`src/rtl/tmr_pkg.sv`:
```
package tmr_pkg;
  typedef enum logic [1:0] {
    MODE_STOP  = 2'b00,
    MODE_FREE  = 2'b01,
    MODE_EDGE  = 2'b10,
    MODE_MATCH = 2'b11
  } tmr_mode_e;

  typedef enum logic [1:0] {
    EDGE_FALL = 2'b00,
    EDGE_RISE = 2'b01,
    EDGE_BOTH = 2'b10,
    EDGE_NONE = 2'b11
  } tmr_edge_e;
endpackage

```
`src/rtl/tmr_edge_det.sv`:
```
module tmr_edge_det #(
  parameter int unsigned SYNC_STAGES = 2
) (
  input  logic       clk_i,
  input  logic       rst_ni,
  input  logic       sig_i,
  input  logic [1:0] sel_i,
  output logic       edge_o
);
  import tmr_pkg::*;

  logic [SYNC_STAGES-1:0] sync_q;
  logic                   prev_q;
  logic                   rise, fall;

  generate
    for (genvar i = 0; i < SYNC_STAGES; i++) begin : g_sync
      always_ff @(posedge clk_i or negedge rst_ni) begin
        if (!rst_ni) sync_q[i] <= 1'b0;
        else if (i == 0) sync_q[i] <= sig_i;
        else sync_q[i] <= sync_q[(i == 0) ? 0 : i-1];
      end
    end
  endgenerate

  always_ff @(posedge clk_i or negedge rst_ni) begin
    if (!rst_ni) prev_q <= 1'b0;
    else         prev_q <= sync_q[SYNC_STAGES-1];
  end

  assign rise = sync_q[SYNC_STAGES-1] & ~prev_q;
  assign fall = ~sync_q[SYNC_STAGES-1] & prev_q;

  always_comb begin
    unique case (tmr_edge_e'(sel_i))
      EDGE_FALL: edge_o = fall;
      EDGE_RISE: edge_o = rise;
      EDGE_BOTH: edge_o = rise | fall;
      default:   edge_o = 1'b0;
    endcase
  end

  // a reported edge implies the synchronized level moved
  p_edge_level_r4: assert property (@(posedge clk_i) disable iff (!rst_ni)
    edge_o |-> (sync_q[SYNC_STAGES-1] != prev_q));
endmodule

```
`src/rtl/tmr_ctrl.sv`:
```
module tmr_ctrl #(
  parameter int unsigned CTRL_W = 8
) (
  input  logic              clk_i,
  input  logic              rst_ni,
  input  logic              wr_en_i,
  input  logic [CTRL_W-1:0] wr_data_i,
  input  logic              ovf_set_i,
  output tmr_pkg::tmr_mode_e mode_o,
  output logic              ovf_o,
  output logic [CTRL_W-1:0] ctrl_o
);
  import tmr_pkg::*;

  localparam int unsigned OVF_BIT  = 0;
  localparam int unsigned MODE_LSB = 2;
  localparam int unsigned PAD_W    = CTRL_W - MODE_LSB - 2;

  tmr_mode_e mode_q, wr_mode;
  logic      ovf_q, ovf_d, mode_we;

  assign wr_mode = tmr_mode_e'(wr_data_i[MODE_LSB +: 2]);
  // stop is always accepted; other mode changes only from stop
  assign mode_we = wr_en_i && (mode_q == MODE_STOP || wr_mode == MODE_STOP);

  always_comb begin
    ovf_d = ovf_q;
    if (wr_en_i && !wr_data_i[OVF_BIT]) ovf_d = 1'b0;
    if (ovf_set_i) ovf_d = 1'b1;
  end

  always_ff @(posedge clk_i or negedge rst_ni) begin
    if (!rst_ni) begin
      mode_q <= MODE_STOP;
      ovf_q  <= 1'b0;
    end else begin
      ovf_q <= ovf_d;
      if (mode_we) mode_q <= wr_mode;
    end
  end

  assign mode_o = mode_q;
  assign ovf_o  = ovf_q;
  assign ctrl_o = {{PAD_W{1'b0}}, mode_q, 1'b0, ovf_q};

  p_ovf_set_wins_r8: assert property (@(posedge clk_i) disable iff (!rst_ni)
    ovf_set_i |=> ovf_q);
  p_ovf_sticky_r8: assert property (@(posedge clk_i) disable iff (!rst_ni)
    (ovf_q && !(wr_en_i && !wr_data_i[OVF_BIT])) |=> ovf_q);
  p_mode_lock_r9: assert property (@(posedge clk_i) disable iff (!rst_ni)
    (mode_q != MODE_STOP && !(wr_en_i && wr_mode == MODE_STOP)) |=> $stable(mode_q));
endmodule

```
`src/rtl/tmr_counter.sv`:
```
module tmr_counter #(
  parameter int unsigned CNT_W = 16
) (
  input  logic              clk_i,
  input  logic              rst_ni,
  input  tmr_pkg::tmr_mode_e mode_i,
  input  logic              en_i,
  input  logic              restart_i,
  input  logic [CNT_W-1:0]  cmp0_i,
  output logic [CNT_W-1:0]  cnt_o,
  output logic              wrap_o
);
  import tmr_pkg::*;

  localparam logic [CNT_W-1:0] CNT_MAX = {CNT_W{1'b1}};

  logic [CNT_W-1:0] cnt_q, cnt_d, cnt_inc;

  assign cnt_inc = cnt_q + 1'b1;

  always_comb begin
    cnt_d = cnt_q;
    unique case (mode_i)
      MODE_STOP:  cnt_d = '0;
      MODE_FREE:  if (en_i) cnt_d = cnt_inc;
      MODE_EDGE: begin
        if (restart_i) cnt_d = '0;
        else if (en_i) cnt_d = cnt_inc;
      end
      MODE_MATCH: if (en_i) cnt_d = (cnt_q == cmp0_i) ? '0 : cnt_inc;
      default:    cnt_d = '0;
    endcase
  end

  always_ff @(posedge clk_i or negedge rst_ni) begin
    if (!rst_ni) cnt_q <= '0;
    else         cnt_q <= cnt_d;
  end

  // covers the match-restart case with cmp0 at all ones
  assign wrap_o = (mode_i != MODE_STOP) && en_i && (cnt_q == CNT_MAX);
  assign cnt_o  = cnt_q;

  p_stop_zero_r2: assert property (@(posedge clk_i) disable iff (!rst_ni)
    (mode_i == MODE_STOP) |=> (cnt_q == '0));
  p_free_hold_r3: assert property (@(posedge clk_i) disable iff (!rst_ni)
    (mode_i == MODE_FREE && !en_i) |=> $stable(cnt_q));
  p_edge_clear_r4: assert property (@(posedge clk_i) disable iff (!rst_ni)
    (mode_i == MODE_EDGE && restart_i) |=> (cnt_q == '0));
  p_match_clear_r5: assert property (@(posedge clk_i) disable iff (!rst_ni)
    (mode_i == MODE_MATCH && en_i && cnt_q == cmp0_i) |=> (cnt_q == '0));
endmodule

```
`src/rtl/tmr_out_unit.sv`:
```
module tmr_out_unit #(
  parameter int unsigned CNT_W = 16
) (
  input  logic              clk_i,
  input  logic              rst_ni,
  input  tmr_pkg::tmr_mode_e mode_i,
  input  logic              en_i,
  input  logic [CNT_W-1:0]  cnt_i,
  input  logic [CNT_W-1:0]  cmp0_i,
  input  logic [CNT_W-1:0]  cmp1_i,
  output logic              out_o,
  output logic              irq_o
);
  import tmr_pkg::*;

  logic hit0, hit1, hit_evt;
  logic out_q, irq_q;

  assign hit0    = (cnt_i == cmp0_i);
  assign hit1    = (cnt_i == cmp1_i);
  // a double hit collapses into one event
  assign hit_evt = (mode_i != MODE_STOP) && en_i && (hit0 || hit1);

  always_ff @(posedge clk_i or negedge rst_ni) begin
    if (!rst_ni) begin
      out_q <= 1'b0;
      irq_q <= 1'b0;
    end else begin
      irq_q <= hit_evt;
      if (hit_evt) out_q <= ~out_q;
    end
  end

  assign out_o = out_q;
  assign irq_o = irq_q;

  p_irq_toggle_r7: assert property (@(posedge clk_i) disable iff (!rst_ni)
    irq_q |-> (out_q != $past(out_q)));
  p_toggle_once_r6: assert property (@(posedge clk_i) disable iff (!rst_ni)
    (hit0 && hit1 && en_i && mode_i != MODE_STOP) |=> (out_q != $past(out_q)));
  p_stop_hold_r10: assert property (@(posedge clk_i) disable iff (!rst_ni)
    (mode_i == MODE_STOP) |=> $stable(out_q));
endmodule

```
`src/rtl/evt_timer16.sv`:
```
module evt_timer16 #(
  parameter int unsigned CNT_W       = 16,
  parameter int unsigned CTRL_W      = 8,
  parameter int unsigned SYNC_STAGES = 2
) (
  input  logic              clk_i,
  input  logic              rst_ni,
  input  logic              wr_en_i,
  input  logic [CTRL_W-1:0] wr_data_i,
  input  logic              cnt_en_i,
  input  logic              ext_i,
  input  logic [1:0]        edge_sel_i,
  input  logic [CNT_W-1:0]  cmp0_i,
  input  logic [CNT_W-1:0]  cmp1_i,
  output logic              tmr_out_o,
  output logic              irq_o,
  output logic [CTRL_W-1:0] ctrl_o,
  output logic [CNT_W-1:0]  count_o
);
  import tmr_pkg::*;

  tmr_mode_e        mode;
  logic             ovf, wrap, ext_edge;
  logic [CNT_W-1:0] cnt;

  tmr_ctrl #(.CTRL_W(CTRL_W)) u_ctrl (
    .clk_i, .rst_ni, .wr_en_i, .wr_data_i,
    .ovf_set_i(wrap), .mode_o(mode), .ovf_o(ovf), .ctrl_o
  );

  tmr_edge_det #(.SYNC_STAGES(SYNC_STAGES)) u_edge (
    .clk_i, .rst_ni, .sig_i(ext_i), .sel_i(edge_sel_i), .edge_o(ext_edge)
  );

  tmr_counter #(.CNT_W(CNT_W)) u_cnt (
    .clk_i, .rst_ni, .mode_i(mode), .en_i(cnt_en_i),
    .restart_i(ext_edge), .cmp0_i, .cnt_o(cnt), .wrap_o(wrap)
  );

  tmr_out_unit #(.CNT_W(CNT_W)) u_out (
    .clk_i, .rst_ni, .mode_i(mode), .en_i(cnt_en_i),
    .cnt_i(cnt), .cmp0_i, .cmp1_i, .out_o(tmr_out_o), .irq_o
  );

  assign count_o = cnt;

  p_flag_follows_wrap_r8: assert property (@(posedge clk_i) disable iff (!rst_ni)
    (ovf && !$past(ovf)) |-> ($past(count_o) == {CNT_W{1'b1}}));
  p_pad_zero_r9: assert property (@(posedge clk_i) disable iff (!rst_ni)
    (ctrl_o[CTRL_W-1:4] == '0) && !ctrl_o[1]);
endmodule

```
`config.mk`:
```
export PLATFORM = sky130hd
export DESIGN_NAME = evt_timer16
export DESIGN_NICKNAME = d
export VERILOG_FILES = /design/src/rtl/tmr_pkg.sv /design/src/rtl/tmr_edge_det.sv /design/src/rtl/tmr_ctrl.sv /design/src/rtl/tmr_counter.sv /design/src/rtl/tmr_out_unit.sv /design/src/rtl/evt_timer16.sv
export SDC_FILE = /design/constraint.sdc
export NUM_CORES = 1
export LEC_CHECK = 0
export BUFFER_PORTS_ARGS = -buffer_cell sky130_fd_sc_hd__buf_4
export CORE_MARGIN = 3
export CORE_UTILIZATION = 48
export CTS_CLUSTER_SIZE = 25
export DETAILED_ROUTE_END_ITERATION = 10
export GPL_TIMING_DRIVEN = 0
export PLACE_DENSITY_LB_ADDON = 0.05
export SLEW_MARGIN = 20
export SYNTH_ARGS = -nofsm -noshare
export SYNTH_HDL_FRONTEND = slang
export SYNTH_SLANG_ARGS = --single-unit
```
`constraint.sdc`:
```
create_clock -name clk_i -period 2.4 [get_ports clk_i]
set_input_delay 0.48 -clock clk_i [delete_from_list [all_inputs] [get_ports clk_i]]
set_output_delay 0.48 -clock clk_i [all_outputs]
set_load 0.03 [all_outputs]
```
Word-level counts from Yosys, hierarchy flattened
Index checks and enable logic that the tools add are counted.
{"block": "classes", "n_addsub": 1, "eq_ne": 9, "muxes": 8, "bitwise": 6, "n_reduce_logical": 13}
{"op": "2-to-1 mux 16 bit", "count": 4}
{"op": "one-hot mux 16 bit (4 select lines)", "count": 1}
{"op": "== test 16 bit", "count": 2}
{"op": "adder 16 x 1 -> 16 bit (second input constant)", "count": 1}
{"op": "== test 16 bit (second input constant)", "count": 1}
{"op": "== test 2 bit (second input constant)", "count": 3}
{"op": "zero test 2 bit", "count": 3}
{"op": "logical AND 1 bit", "count": 5}
{"op": "== test 2 x 1 -> 1 bit (second input constant)", "count": 2}
{"op": "nonzero test 2 bit", "count": 2}
{"op": "NOT 1 bit", "count": 3}
{"op": "one-hot mux 1 bit (3 select lines)", "count": 1}
{"op": "AND 1 bit", "count": 2}
{"op": "logical OR 1 bit", "count": 2}
{"op": "2-to-1 mux 1 bit", "count": 2}
{"op": "inequality test 2 bit (second input constant)", "count": 1}
{"op": "zero test 1 bit", "count": 1}
{"op": "bitwise OR 1 bit", "count": 1}
{"block": "word_totals", "reg_bits": 24, "in_bits": 47, "out_inout_bits": 26, "elab_cells": 45}

Depth between registers and ports, before layout
Gate-level depths: netlist of the first run.
{"block": "logic_depth", "word_depth": 6, "ltp_mapped": 9, "mapped_depth_nobuf": 8}

Hierarchy
Synthesis of the first run repeated with hierarchy kept, for this count alone.
{"block": "unflattened", "hier_cells": 238, "area_unflattened_um2": 2033.2}
{"mod": "tmr_counter", "n_inst": 1, "cells_each": 158, "area_per_inst_um2": 1288.7}
{"mod": "tmr_out_unit", "n_inst": 1, "cells_each": 47, "area_per_inst_um2": 415.4}
{"mod": "tmr_ctrl", "n_inst": 1, "cells_each": 23, "area_per_inst_um2": 198.9}
{"mod": "tmr_edge_det", "n_inst": 1, "cells_each": 10, "area_per_inst_um2": 130.1}

Least setup slack after synthesis of the first run
OpenSTA, ideal clock, no wires.
{"block": "synth_timing", "path_type": "register to register", "from": "reg u_cnt.cnt_q[4] (netlist: u_cnt.cnt_o[4])", "to": "reg u_cnt.cnt_q[8] (netlist: u_cnt.cnt_o[8])", "setup_ns": 0.121, "arrival_time_ns": 1.948, "t_required_ns": 2.279, "path_slack_ns": 0.331, "path_stages_with_launch": 9, "path_buffers": 2, "synth_period_minus_slack_ns": 2.069, "path_cell_list": "dfrtp_1 -> buf_2 -> xor2_1 -> nor4_2 -> nand4_2 -> a22o_1 -> buf_6 -> a21o_1 -> a22o_1"}
{"block": "synth_via", "elab_chain_cells": 4, "word_cells_on_any_way": 7}
{"item": "from (decl)", "line_no": "tmr_counter.sv:17", "text": "logic [CNT_W-1:0] cnt_q, cnt_d, cnt_inc;"}
{"item": "from (signal assigned)", "line_no": "tmr_counter.sv:37", "text": "else cnt_q <= cnt_d;"}
{"item": "adder 16 x 1 -> 16 bit or == test 16 bit (tied branches)", "line_no": "tmr_counter.sv:19, tmr_counter.sv:30"}
{"item": "2-to-1 mux 16 bit, on equally long branches", "line_no": "tmr_counter.sv:30, tmr_counter.sv:25, tmr_counter.sv:28"}
{"item": "2-to-1 mux 16 bit, on equally long branches", "line_no": "tmr_counter.sv:30, tmr_counter.sv:27"}
{"item": "one-hot mux 16 bit (4 select lines) (*)", "line_no": "tmr_counter.sv:23", "text": "unique case (mode_i)"}
Mark *: on every way between the ends. The rest lies on a longest branch, timed or not. The select of a mux whose other input is x is not followed.
A chain may end at the register's enable or synchronous reset.

Worst setup path after layout of the first run
{"block": "layout_timing", "from": "reg u_cnt.cnt_q[8] (netlist: u_cnt.cnt_o[8])", "to": "reg u_cnt.cnt_q[5] (netlist: u_cnt.cnt_o[5])"}
{"block": "layout_via", "elab_chain_cells": 4}
{"item": "== test 16 bit", "line_no": "tmr_counter.sv:30", "text": "MODE_MATCH: if (en_i) cnt_d = (cnt_q == cmp0_i) ? '0 : cnt_inc;"}
{"item": "2-to-1 mux 16 bit (2 in series)", "line_no": "tmr_counter.sv:30"}
{"item": "one-hot mux 16 bit (4 select lines)", "line_no": "tmr_counter.sv:23"}
Every way passes these cells. The select of a mux whose other input is x is not followed.

==> flow_summary.toml, run 1 <==
[run_status]
status = "finished clean"

[finish]
fin_cells = 303
multi_input_area_um2 = 1013
antenna_cells = 0
seq_area_um2 = 600.6
areaGrowthSynthToFinish_pct = 35.26
final_util = 0.6840
fill_cells = 290
drive_above_1_share = 0.3463
final_area_um2 = 2318
layout.nets = 308

[setup_path]
cp_max_fo = 10
cp_slowest_cell = "dfrtp_1"
cp_num_cells = 7
rrSetupSlack_ns = 0.18
critPathMaxStageDelay_ns = 0.49
arrival_ns = 2.45
path_cells = "xor2_1 -> nor4_2 -> nand4_2 -> a22o_1 -> buf_6 -> a21o_1 -> a22o_1"
endpoint_kind = "flip-flop"
critical-path-top-delay-family = "simple AND/OR/NAND/NOR gates"
worstSetupPathType = "flip-flop to flip-flop"
setup.worst_path.start_class = "flip-flop"
crit_path_frequent_cell = "a22o_1"
critPathRequiredTime_ns = 2.63
path_buf_inv = 1
worst_r2r_path_depth = 7

[yosys]
yosysSeqAreaShare = 0.3504
yosysMostFrequentCell = "xor2_1"
syn_inst = 187
yosysTopAreaCell = "dfrtp_1"
syn_area_um2 = 1714
avgSynthCellArea_um2 = 9.167
ys_warn_count = 0
synth_commonest_cells = "xor2_1 (33), dfrtp_1 (24), a21oi_1 (16)"
yosysTopAreaCellShare = 0.3504
synth_cell_types = 41
synthTopCellsByArea = "dfrtp_1 (35%), xor2_1 (17%), a21oi_1 (4.7%), a22o_1 (3.6%), buf_4 (2.6%)"
async_flop_share = 1.000
synth-edff-count = 0
ys_ff_latch = 24
synth_flop_cell = "dfrtp_1"

[timing]
slew_violations = 0
period_share = 0.9263
fmaxAchievable_mhz = 449.8
grt_setup_unrepaired = "no"
setup-violations-final = 0
finalCriticalPeriod_ns = 2.223
skew_ns = 0.003584
hold_viol_final = 0

[drt]
drtAntennaViolNets = 0
drcViolationCount = 0
dr.first_iter.drc_count = 79
viasPerCell = 5.383
drt_first_pass_iters = 4
wl_um = 4408
routedWlPerCell_um = 14.55
vias = 1631

[grt]
grt.total_usage = 0.2165
grt_pass1_wl_um = 7217
grt_max_degree = 25
antenna_found_initial = 0
grt_pass1_vias = 1498
grt_remaining_overflow = 0

[place]
placed_cell_area_um2 = 2252
dp_hpwl_um = 3356
gp_congestion = 0.8390
dp.cells = 299
port_buffers = 62

[die]
die_y_um = 65.76
initial_utilization = 0.5057
die_w_um = 65.76
core-area_um2 = 3390
io_pins = 73
die_area_um2 = 4324
rows = 21

[clock_tree]
cts_buffers = 3
cts_root_buffer = "clkbuf_4"
insertion_delay_ns = 0.32
clk_pin_slew_ns = 0.14
htree_levels = 1
clockBufferDepth = 2
cts.sinks = 24
cts_tree = "done"

[power]
powerDensity_nw_per_um2 = 541.8
vdd_drop_max_mv = 0.4301
p_leak_nw = 1.214

[flow_run]
cap_viol_max_count = 0

[worst_hold_path]
hp-class = "input port to async pin"
==> layout make-up <==
cell class / count / area share
repair buffers: 62 / 0.2008
flip-flops and latches: 24 / 0.2590
multi-input cells: 144 / 0.4371
clock buffers: 3 / 0.009714
clock inverters: 1 / 0.01295
inverters: 6 / 0.009714
well taps: 46 / 0.02482
plain buffers: 17 / 0.04587
==> what timing repair did <==
| action | in CTS | in global routing |
|---|---|---|
| hold buffers | 0 | 0 |
| hold endpoints to repair | 0 | 0 |
| endpoints found under the setup margin | 0 | 8 |
| gates resized for setup | 0 | 3 |
| buffers inserted | 0 | 0 |
==> power breakdown <==
part / internal [mW] / switching [mW] / total, mW
Combinational: 0.202 / 0.268 / 0.470
Clock: 0.169 / 0.133 / 0.302
Sequential: 0.435 / 0.0495 / 0.484
==> path summary, 6_finish.rpt <==
path | start | endpoint
max | u_cnt.cnt_o[8] | u_cnt.cnt_o[5]
min reg2reg | u_edge.sync_q[0] | u_edge.sync_q[1]
min in group clk_i | ext_i | u_edge.sync_q[0]
max reg2reg | u_cnt.cnt_o[8] | u_cnt.cnt_o[5]
max in group asynchronous | rst_ni | u_cnt.cnt_o[9]
min | rst_ni | u_ctrl.ovf_o
==> sequential cells by signal, indices dropped and copies added, names as in the netlist <==
signal	flops
u_out.irq_o	1
u_out.out_o	1
u_edge.sync_q	2
u_ctrl.mode_o	2
u_edge.prev_q	1
u_cnt.cnt_o	16
u_ctrl.ovf_o	1
==> stage by stage <==
step | setup TNS, ns | hold WS (ns) | setup WS, ns | total power, mW
after detailed placement | -0.09395 | 0.3420 | -0.02727 | 0.9536
final | 0 | 0.02010 | 0.1768 | 1.256
after floorplan | 0 | 0.1844 | 0.3310 | 0.7773
after global routing | 0 | 0.02563 | 0.05449 | 1.341
after CTS | 0 | 0.03225 | 0.04280 | 1.258
after global placement | -0.001730 | 0.3373 | -0.001608 | 0.9534
==> placed cells by master (no fill, tap or decap), types with 3 or more instances in the layout <==
master and instances:
buf_4 68, xor2_1 33, a22o_1 7, clkbuf_4 3
inv_1 6, buf_2 4, o21ai_0 8, nand4_1 5
a21o_1 4, nor2_1 7, nand3_1 6, nand2_1 9
a21oi_1 16, dfrtp_1 24, nor4_2 3, nor4_1 5
conb_1 5, and3_1 6, ha_1 3, clkbuf_1 5
==> cells by family after synthesis <==
logic type | after synthesis | share of synthesized area
simple gates | 54 | 0.1920
compound gates | 47 | 0.1781
xor+xnor | 33 | 0.1686
flops | 24 | 0.3504
buf+inv | 23 | 0.07518
fa+ha+maj | 3 | 0.02190
mux | 2 | 0.01168
other cells | 1 | 0.002188
==> metal layers <==
metal / vias to the layer above / share of wire / track usage
met5: - / 0 / 0
li1: 797 / - / -
met3: 7 / 0.050 / 0.02222
met2: 56 / 0.48 / 0.3367
met4: 0 / 0.012 / 0.05699
met1: 771 / 0.46 / 0.3183
Power figures use the tool's default switching activity.
==> inputs of run 2 (changes only) <==
--- a/config.mk
+++ b/config.mk
@@ -6,11 +6,12 @@
 export NUM_CORES = 1
 export LEC_CHECK = 0
 export BUFFER_PORTS_ARGS = -buffer_cell sky130_fd_sc_hd__buf_4
-export CORE_MARGIN = 3
+export CORE_MARGIN = 2
 export CORE_UTILIZATION = 48
 export CTS_CLUSTER_SIZE = 25
 export DETAILED_ROUTE_END_ITERATION = 10
 export GPL_TIMING_DRIVEN = 0
+export MAX_ROUTING_LAYER = met4
 export PLACE_DENSITY_LB_ADDON = 0.05
 export SLEW_MARGIN = 20
 export SYNTH_ARGS = -nofsm -noshare
==> flow_summary.toml, run 2 (same netlist as run 1, synthesis figures left out) <==
[run_status]
status = "finished clean"

[timing]
skew_ns = 0.004067
finalCriticalPeriod_ns = 2.214
fmaxAchievable_mhz = 451.8
final.setup.tns_ns = 0
hold_viol_final = 0
period_share = 0.9223
slew-limit-headroom = 0.4744
grt_setup_unrepaired = "no"
worst_slack_ns = 0.1865
setup-violations-final = 0
slew_violations = 0
worst_slew_pin_slew_ns = 0.7855

[die]
rows = 21
core-area_um2 = 3390
die_y_um = 63.76
io_pins = 73
die_w_um = 63.76
initial_utilization = 0.5057
die_area_um2 = 4065

[clock_tree]
htree_levels = 1
cts_root_buffer = "clkbuf_4"
cts_setup_buffers = 0
cts_tree = "done"
insertion_delay_ns = 0.32
clk_pin_slew_ns = 0.15
cts.sinks = 24
clockBufferDepth = 2
cts_buffers = 3

[place]
dp_slack_ns = 0.00002620
port_buffers = 62
gp_congestion = 0.8293
dp_hpwl_um = 3241

[grt]
grt.total_usage = 0.2264
grt_pass1_vias = 1497
grt_max_degree = 25
grt_remaining_overflow = 0
antenna_found_initial = 0
grt_pass1_wl_um = 7120

[power]
swShare = 0.3605
p_seq_frac = 0.383
pwr-share-comb = 0.374
p_total_mw = 1.260
clkPwrFrac = 0.243
p_leak_nw = 1.214
vdd_drop_max_mv = 0.5520
intPower_mw = 0.8057
p_sw_mw = 0.4543
powerDensity_nw_per_um2 = 544.0

[setup_path]
worstSetupPathType = "flip-flop to flip-flop"
cp_max_fo = 10
endpoint_kind = "flip-flop"
setup.worst_path.start_class = "flip-flop"
critPathRequiredTime_ns = 2.61
arrival_ns = 2.42

[flow_run]
cap_viol_max_count = 0

[finish]
final_cell_mix = "buf_4 (68), xor2_1 (33), dfrtp_1 (24)"
areaGrowthSynthToFinish_pct = 35.11
antenna_cells = 0
fill_cells = 295
largest_reg_flops = 16
drive_above_1_share = 0.3424
mostFrequentLayoutCell = "buf_4"
layout.nets = 308

[drt]
vias = 1627
drtAntennaViolNets = 0
routedWlPerCell_um = 14.32
viasPerCell = 5.370
drt_first_pass_iters = 4
dr.first_iter.drc_count = 69
drcViolationCount = 0
wl_um = 4339

[worst_hold_path]
hp-class = "input port to async pin"
[run 2: metrics by stage]
stage,instance area [µm²],hold WS [ns],std cells,util
after global placement,2252,0.3371,299,0.6645
after detailed placement,2252,0.3443,299,0.6645
final,2316,0.02693,303,0.6833
after global routing,2316,0.03028,303,0.6833
after CTS,2305,0.03004,303,0.6800
after floorplan,1729,0.1844,191,-
[run 2: final timing paths]
kind | to | startpoint | slack, ns | depth (start not counted)
max | u_cnt.cnt_o[13] | u_edge.sync_q[1] | 0.19 | 6
min | u_ctrl.ovf_o | rst_ni | 0.03 | 1
max reg2reg | u_cnt.cnt_o[13] | u_edge.sync_q[1] | 0.19 | 6
min reg2reg | u_edge.sync_q[1] | u_edge.sync_q[0] | 0.37 | 0
max in group asynchronous | u_cnt.cnt_o[7] | rst_ni | 2.13 | 1
min in group clk_i | u_edge.sync_q[0] | ext_i | 0.25 | 1
[run 2: power groups by stage]
stage | sequential (mW) | clock, mW | combinational [mW]
floorplan | 0.538 | 0 | 0.240
detailed placement | 0.490 | 0 | 0.464
CTS | 0.483 | 0.310 | 0.466
global placement | 0.491 | 0 | 0.462
finish | 0.483 | 0.306 | 0.472
global route | 0.490 | 0.322 | 0.514
[run 2: critical path, stage by stage, from the launching register on]
cell      delay, ns
dfrtp_1        0.43
ha_1           0.27
a211o_1        0.33
a31oi_1        0.31
nor2_1         0.26
a211oi_2       0.40
a311oi_1       0.09
[run 2: repair_timing]
action | in CTS | in global routing
gates resized for setup | 0 | 2
hold endpoints to repair | 0 | 0
endpoints found under the setup margin | 0 | 6
hold buffers | 0 | 0
[run 2: per-layer routing]
| metal | track usage | share of wire |
|---|---|---|
| met1 | 0.3322 | 0.45 |
| met2 | 0.3303 | 0.47 |
| met3 | 0.02993 | 0.072 |
| met4 | 0.05978 | 0.010 |
| met5 | - | 0 |
[run 2: final cells by class]
type,instances,area [µm²],share of cell area
inverter,6,22.52,0.009724
clock inverter,1,30.03,0.01297
buffer,17,106.4,0.04592
timing repair buffer,62,465.4,0.2010
clock buffer,3,22.52,0.009724
tap,46,57.56,0.02485
multi-input combinational,144,1011,0.4365
sequential,24,600.6,0.2593
==> inputs of run 3 (changes only) <==
--- a/config.mk
+++ b/config.mk
@@ -13,6 +13,7 @@
 export GPL_TIMING_DRIVEN = 0
 export MAX_ROUTING_LAYER = met4
 export PLACE_DENSITY_LB_ADDON = 0.05
+export REMOVE_ABC_BUFFERS = 1
 export SLEW_MARGIN = 20
 export SYNTH_ARGS = -nofsm -noshare
 export SYNTH_HDL_FRONTEND = slang
==> flow_summary.toml, run 3 (same netlist as run 1, synthesis figures left out) <==
[setup_path]
critPathMaxStageDelay_ns = 0.49
arrival_ns = 2.44
cp_slowest_cell = "dfrtp_1"
endpoint_kind = "flip-flop"
path_cells = "xor2_1 -> nor4_1 -> nand4_2 -> a22o_4 -> a21o_1 -> a22o_1"
worstSetupPathType = "flip-flop to flip-flop"
setup.worst_path.start_class = "flip-flop"
cp_max_fo = 20
critPathRequiredTime_ns = 2.62
critical-path-top-delay-family = "compound AO/OA/AOI/OAI gates"
path_buf_inv = 0

[power]
intPower_mw = 0.7858
swShare = 0.3528
p_sw_mw = 0.4283
pwr-share-comb = 0.337
vdd_drop_max_mv = 0.3848
p_leak_nw = 1.146
p_total_mw = 1.214
clkPwrFrac = 0.242
powerDensity_nw_per_um2 = 547.3
p_seq_frac = 0.421

[timing]
period_share = 0.9236
skew_ns = 0.01178
slew-limit-headroom = 0.5034
grt_setup_unrepaired = "no"
finalCriticalPeriod_ns = 2.217
setup-violations-final = 0
slew_violations = 0
hold_viol_final = 0
fmaxAchievable_mhz = 451.1
worst_slew_pin_slew_ns = 0.7421

[finish]
final_cell_mix = "buf_4 (62), xor2_1 (33), dfrtp_1 (24)"
layout.nets = 291
areaGrowthSynthToFinish_pct = 29.42
final_util = 0.6545
fin_cells = 286
fill_cells = 290
drive_above_1_share = 0.3208
mostFrequentLayoutCell = "buf_4"
largest_reg_flops = 16
antenna_cells = 0

[die]
die_area_um2 = 4065
rows = 21
die_w_um = 63.76
io_pins = 73
initial_utilization = 0.5057
die_y_um = 63.76
core-area_um2 = 3390

[place]
dp_hpwl_um = 3252
dp.cells = 282
port_buffers = 62
gp_congestion = 0.8099

[clock_tree]
cts_tree = "done"
cts_buffers = 3
cts_root_buffer = "clkbuf_4"
clk_pin_slew_ns = 0.14
clockBufferDepth = 2
htree_levels = 1
cts_setup_buffers = 0
insertion_delay_ns = 0.33
cts.sinks = 24

[drt]
wl_um = 4249
routedWlPerCell_um = 14.86
drtAntennaViolNets = 0
dr.first_iter.drc_count = 55
vias = 1584
drcViolationCount = 0
drt_first_pass_iters = 4
viasPerCell = 5.538

[run_status]
status = "finished clean"

[grt]
grt_pass1_vias = 1450
grt_max_degree = 25
grt_pass1_wl_um = 6996
grt_remaining_overflow = 0
antenna_found_initial = 0
grt.total_usage = 0.2240

[flow_run]
cap_viol_max_count = 0

[worst_hold_path]
hp-class = "input port to async pin"
## run 3: timing repair
action,CTS,global route
resized for setup,1,3
hold endpoints to repair,0,0
setup endpoints to repair,7,8
hold buffers,0,0
## run 3: cell type report
class	count	area, µm²	share of cell area
Multi-Input combinational cell	144	1020	0.4597
Sequential cell	24	600.6	0.2707
Timing Repair Buffer	62	465.4	0.2098
Tap cell	46	57.56	0.02594
Clock inverter	1	30.03	0.01354
Clock buffer	3	22.52	0.01015
Inverter	6	22.52	0.01015
## run 3: power groups by stage
| stage | registers (mW) | logic (mW) | clock network, mW |
|---|---|---|---|
| 6_report | 0.511 | 0.410 | 0.294 |
| 5_1_grt | 0.522 | 0.447 | 0.322 |
| 4_1_cts | 0.511 | 0.402 | 0.299 |
| 3_5_place_dp | 0.518 | 0.400 | 0 |
| 3_3_place_gp | 0.515 | 0.393 | 0 |
| 2_1_floorplan | 0.555 | 0.193 | 0 |
## run 3: worst paths after layout
| kind | start | end | slack (ns) | cells past startpoint |
|---|---|---|---|---|
| setup / recovery | u_cnt.cnt_o[0] | u_cnt.cnt_o[8] | 0.18 | 6 |
| max in group asynchronous | rst_ni | u_edge.prev_q | 2.14 | 1 |
| hold / removal | rst_ni | u_out.out_o | 0.01 | 1 |
| setup reg to reg | u_cnt.cnt_o[0] | u_cnt.cnt_o[8] | 0.18 | 6 |
| min in group clk_i | ext_i | u_edge.sync_q[0] | 0.26 | 1 |
| hold reg to reg | u_edge.sync_q[0] | u_edge.sync_q[1] | 0.37 | 0 |
## run 3: per-stage QoR
stage / TNS (ns) / hold WS [ns] / area [µm²] / setup slack [ns]
floorplan: 0 / 0.1844 / 1623 / 0.2497
global placement: -1.031 / 0.3414 / 2146 / -0.1581
detailed placement: -1.486 / 0.3380 / 2146 / -0.1941
CTS: 0 / 0.02849 / 2200 / 0.005869
global route: 0 / 0.01520 / 2218 / 0.04786
finish: 0 / 0.01407 / 2218 / 0.1833
## run 3: routing by layer
metal,wire (µm),vias to the layer above,global-route usage
li1,-,769,-
met1,1859,745,0.2975
met2,2084,64,0.3579
met3,241,6,0.04049
met4,63,0,0.05435
met5,0,-,-
